<file path="config.mk">
export PLATFORM = sky130hd
export DESIGN_NAME = pwm_phase_splitter
export DESIGN_NICKNAME = d
export VERILOG_FILES = /design/src/rtl/pps_pkg.sv /design/src/rtl/pps_sync.sv /design/src/rtl/pps_edge.sv /design/src/rtl/pps_steer.sv /design/src/rtl/pwm_phase_splitter.sv
export SDC_FILE = /design/constraint.sdc
export NUM_CORES = 1
export LEC_CHECK = 0
export ABC_AREA = 0
export BUFFER_PORTS_ARGS = -buffer_cell sky130_fd_sc_hd__buf_4
export CORE_AREA = 2 2 39 41
export CTS_BUF_LIST = sky130_fd_sc_hd__clkbuf_16
export CTS_CLUSTER_DIAMETER = 40
export CTS_CLUSTER_SIZE = 8
export DETAILED_ROUTE_END_ITERATION = 8
export DIE_AREA = 0 0 41 43
export GPL_TIMING_DRIVEN = 1
export PLACE_DENSITY_LB_ADDON = 0.3
export SYNTH_ARGS = -nofsm -noshare
export SYNTH_HDL_FRONTEND = slang
export SYNTH_SLANG_ARGS = --single-unit
export TNS_END_PERCENT = 20
</file>
<file path="constraint.sdc">
create_clock -name clk -period 2.2 [get_ports clk]
set_input_delay 0.22 -clock clk [delete_from_list [all_inputs] [get_ports clk]]
set_output_delay 0.22 -clock clk [all_outputs]
set_load 0.05 [all_outputs]
</file>
<file path="src/rtl/pps_pkg.sv">
package pps_pkg;
  // Which output owns the next accepted pulse
  typedef enum logic {
    PH_B = 1'b0,
    PH_A = 1'b1
  } phase_e;

  localparam int unsigned PPS_MIN_SYNC = 2;
endpackage

</file>
<file path="src/rtl/pps_sync.sv">
module pps_sync #(
  parameter int unsigned STAGES = 2
) (
  input  logic clk,
  input  logic rst,
  input  logic d,
  output logic q
);
  localparam int unsigned TOP = STAGES - 1;

  logic [TOP:0] chain;

  generate
    if (STAGES == 1) begin : g_single
      always_ff @(posedge clk) begin
        if (rst) chain <= 1'b0;
        else     chain <= d;
      end
    end else begin : g_multi
      always_ff @(posedge clk) begin
        if (rst) chain <= '0;
        else     chain <= {chain[TOP-1:0], d};
      end
    end
  endgenerate

  assign q = chain[TOP];
endmodule

</file>
<file path="src/rtl/pps_edge.sv">
module pps_edge (
  input  logic clk,
  input  logic rst,
  input  logic lvl,
  output logic fall
);
  logic lvl_d;

  always_ff @(posedge clk) begin
    if (rst) lvl_d <= 1'b0;
    else     lvl_d <= lvl;
  end

  assign fall = lvl_d & ~lvl;
endmodule

</file>
<file path="src/rtl/pps_steer.sv">
module pps_steer
  import pps_pkg::*;
(
  input  logic   clk,
  input  logic   rst,
  input  logic   en,
  input  logic   lvl,
  input  logic   fall,
  output phase_e sel,
  output logic   armed
);
  phase_e sel_q;
  logic   armed_q;
  logic   advance;

  // Only a pulse that was passed in full moves the select on
  assign advance = en & armed_q & fall;

  always_ff @(posedge clk) begin
    if (rst) begin
      sel_q   <= PH_A;
      armed_q <= 1'b0;
    end else if (!en) begin
      sel_q   <= PH_A;
      armed_q <= 1'b0;
    end else begin
      if (advance) sel_q <= (sel_q == PH_A) ? PH_B : PH_A;
      if (!lvl)    armed_q <= 1'b1;
    end
  end

  assign sel   = sel_q;
  assign armed = armed_q;

  AST_SEL_MOVES_WHEN_LOW: assert property (@(posedge clk) disable iff (rst)
    ($past(en) && !$stable(sel_q)) |-> !$past(lvl));

  AST_ARM_ON_LOW_ONLY: assert property (@(posedge clk) disable iff (rst)
    $rose(armed_q) |-> !$past(lvl));

  AST_ALTERNATE: assert property (@(posedge clk) disable iff (rst)
    ($past(en) && $past(armed_q) && $past(fall)) |-> (sel_q != $past(sel_q)));

  AST_DISABLE_REARMS_A: assert property (@(posedge clk) disable iff (rst)
    !en |=> (sel_q == PH_A && !armed_q));
endmodule

</file>
<file path="src/rtl/pwm_phase_splitter.sv">
module pwm_phase_splitter
  import pps_pkg::*;
#(
  parameter int unsigned SYNC_STAGES = PPS_MIN_SYNC
) (
  input  logic clk,
  input  logic rst,
  input  logic en,
  input  logic pwm_in,
  output logic phase_a,
  output logic phase_b
);
  logic   lvl_s;
  logic   fall_s;
  logic   armed;
  phase_e sel;
  logic   pa_q, pb_q;

  pps_sync #(.STAGES(SYNC_STAGES)) u_sync (
    .clk (clk),
    .rst (rst),
    .d   (pwm_in),
    .q   (lvl_s)
  );

  pps_edge u_edge (
    .clk  (clk),
    .rst  (rst),
    .lvl  (lvl_s),
    .fall (fall_s)
  );

  pps_steer u_steer (
    .clk   (clk),
    .rst   (rst),
    .en    (en),
    .lvl   (lvl_s),
    .fall  (fall_s),
    .sel   (sel),
    .armed (armed)
  );

  // Registered gating keeps the outputs free of combinational glitches
  always_ff @(posedge clk) begin
    if (rst || !en) begin
      pa_q <= 1'b0;
      pb_q <= 1'b0;
    end else begin
      pa_q <= armed & lvl_s & (sel == PH_A);
      pb_q <= armed & lvl_s & (sel == PH_B);
    end
  end

  assign phase_a = pa_q;
  assign phase_b = pb_q;

  AST_NO_OVERLAP: assert property (@(posedge clk) disable iff (rst)
    !(pa_q && pb_q));

  AST_OFF_WHEN_DISABLED: assert property (@(posedge clk) disable iff (rst)
    !en |=> (!pa_q && !pb_q));

  AST_OUT_FOLLOWS_PWM: assert property (@(posedge clk) disable iff (rst)
    (pa_q || pb_q) |-> $past(lvl_s));

  AST_RESET_QUIET: assert property (@(posedge clk)
    $past(rst) |-> (!pa_q && !pb_q));
endmodule

</file>
==> out/metrics.cfg <==
[grt]
track_usage = 0.0663
grt_pass1_wl_um = 738
grt_start_max_net_pins = 7
antenna_found_initial = 0
use_met1 = 0.0611
globalRouteOverflowTotal = 0
use_met2 = 0.100
first_global_vias = 180
busiest_layer = met2
met3_usage = 0.0471

[final_layout]
n_antenna_cell = 0
final_area_um2 = 375
syn2layout_area_growth_pct = 57.1
mostFrequentLayoutCell = dfxtp_1
fin_cells = 44
layout_common_cells = dfxtp_1 (7), buf_4 (5), and2b_2 (3), clkbuf_16 (3), inv_1 (2)
post_route_cells_drive_above_1_share = 0.429
final_nets = 33

[worst_setup_path]
timing.rr.end = u_steer.sel$_SDFFE_PP1P_
crit_path_start = phase_a$_SDFF_PP0_
worstRegToRegCells = 2
cpLargestDelayFamily = flip-flops
path_cells = buf_4
crit_slowest_cell = dfxtp_1
crit_fanout = 1
crit_buf_inv = 1
start_kind = flip-flop
cp.arrival_ns = 0.72
critPathKind = flip-flop to output pin
critPathRequiredTime_ns = 1.98
endpoint_kind = output pin
worstReg2RegStart = u_sync.chain[1]$_SDFF_PP0_
r2r_slack_ns = 1.46
critical-path-max-stage-delay_ns = 0.30

[sta]
worstMarginPinSlew_ns = 0.174
rsz0062_at_grt = no
fin_crit_sh = 0.426
clock_skew_ns = 0.00222
fin_crit_ns = 0.938
setup_viol = 0
slew_violations = 0
fmax_ghz = 1.07
hold_violations = 0
slew_headroom = 0.884
tns_ns = 0

[cts]
root_buffer = clkbuf_16
cts_buffer_depth = 2
holdBufCountCts = 0
cts_htree_levels = 1
numCtsBuffers = 3
cts-resized-gates = 0
clock-sinks = 7
postCtsSetupBuffers = 0
worst_skew_pair.late_latency_ns = 0.23
clkTransAtPathRegs_ns = 0.04
tritoncts = yes

[worst_hold_path]
holdPathEnd = u_sync.chain[0]$_SDFF_PP0_
hold_start = pwm_in
hold_class = input port to flip-flop
holdPathStages = 2

[power]
internal_power_uw = 375
p_per_area_nw_per_um2 = 1180
report.power.total_uw = 444
power.leakage_uw = 0.000176
seqPwrFrac = 0.300
peakVddDrop_uv = 377
comb_power_share = 0.028
p_sw_frac = 0.155
clkPwrFrac = 0.672
p_sw_uw = 68.6

[route]
first_pass_iters = 1
wl_per_cell_um = 9.32
vias = 165
initialDrtViolationCount = 0
drc = 0
wl_um = 410
via_per_inst = 3.75
ant_nets = 0

[status]
status = complete, no violations

[floorplan]
core-area_um2 = 1380
fp.dieArea_um2 = 1760
rows = 14
pin_count = 6
start_util = 0.173
die_width_um = 41
die_h_um = 43

[run]
drv_cap = 0

[synth]
yosysWarnings = 0
syn-num-nets = 23
synth.avg_cell_area_um2 = 12.6
yosys_register_bits = 7
yosysSeqAreaShare = 0.586
synth_cells = 19
synth_area_um2 = 239
synth.distinct_cells = 11

[placement]
place_inst = 40
portBuffers = 5
dpl_cell_area_um2 = 297
gp_congestion = 0.534

## flip-flops by register name (all words and copies together) (netlist names)
signal / flops
u_steer.armed: 1
phase_b: 1
phase_a: 1
u_sync.chain: 2
u_steer.sel: 1
u_edge.lvl_d: 1
## power groups by stage
stage | Combinational [uW] | Clock (uW) | Sequential [uW]
2_1_floorplan | 5.89 | 0 | 135
3_3_place_gp | 12.1 | 0 | 135
3_5_place_dp | 12.6 | 0 | 135
4_1_cts | 12.7 | 307 | 133
5_1_grt | 14.0 | 311 | 134
6_report | 12.4 | 298 | 133
## metal layers
layer,wire [um],part of all wire
met3,37,0.090
met5,0,0
met2,217,0.53
met4,0,0
met1,155,0.38
## layout make-up
type | instances | area [um2]
Fill cell | 156 | 1010
Timing Repair Buffer | 5 | 37.5
Inverter | 1 | 3.75
Clock buffer | 3 | 75.1
Clock inverter | 1 | 3.75
Sequential cell | 7 | 140
Tap cell | 16 | 20.0
Multi-Input combinational cell | 11 | 95.1
## synthesized netlist by cell type, drive strengths merged
library cell / count / area share
and2b: 3 / 0.11
and3b: 1 / 0.037
dfxtp: 7 / 0.59
and4: 1 / 0.037
nor2b: 1 / 0.037
and4b: 1 / 0.042
inv: 1 / 0.016
nand3b: 1 / 0.031
a21boi: 1 / 0.031
mux2i: 1 / 0.042
nor3b: 1 / 0.031
## cell families (layout without fill, tap and decap cells)
kind of cell | after synthesis | after routing | synth area share
buf+inv | 1 | 10 | 0.0157
simple gates | 9 | 9 | 0.325
mux | 1 | 1 | 0.0419
compound gates | 1 | 1 | 0.0314
flops | 7 | 7 | 0.586
## worst max-delay path by stage
stage                     depth (start not counted)  slack, ns                  to
after floorplan                                   0       1.39             phase_a
after global placement                            3       1.41  phase_a$_SDFF_PP0_
after detailed placement                          3       1.40  phase_a$_SDFF_PP0_
after CTS                                         1       1.25             phase_a
after global routing                              1       1.24             phase_a
final                                             1       1.26             phase_a
## stage by stage
step,hold WS (ns),utilization,worst slack [ns]
global route,0.221,0.271,1.24
CTS,0.216,0.271,1.25
finish,0.217,0.271,1.26
floorplan,0.362,-,1.39
global placement,0.435,0.214,1.41
detailed placement,0.443,0.214,1.40
(Power assumes the default switching activity.)
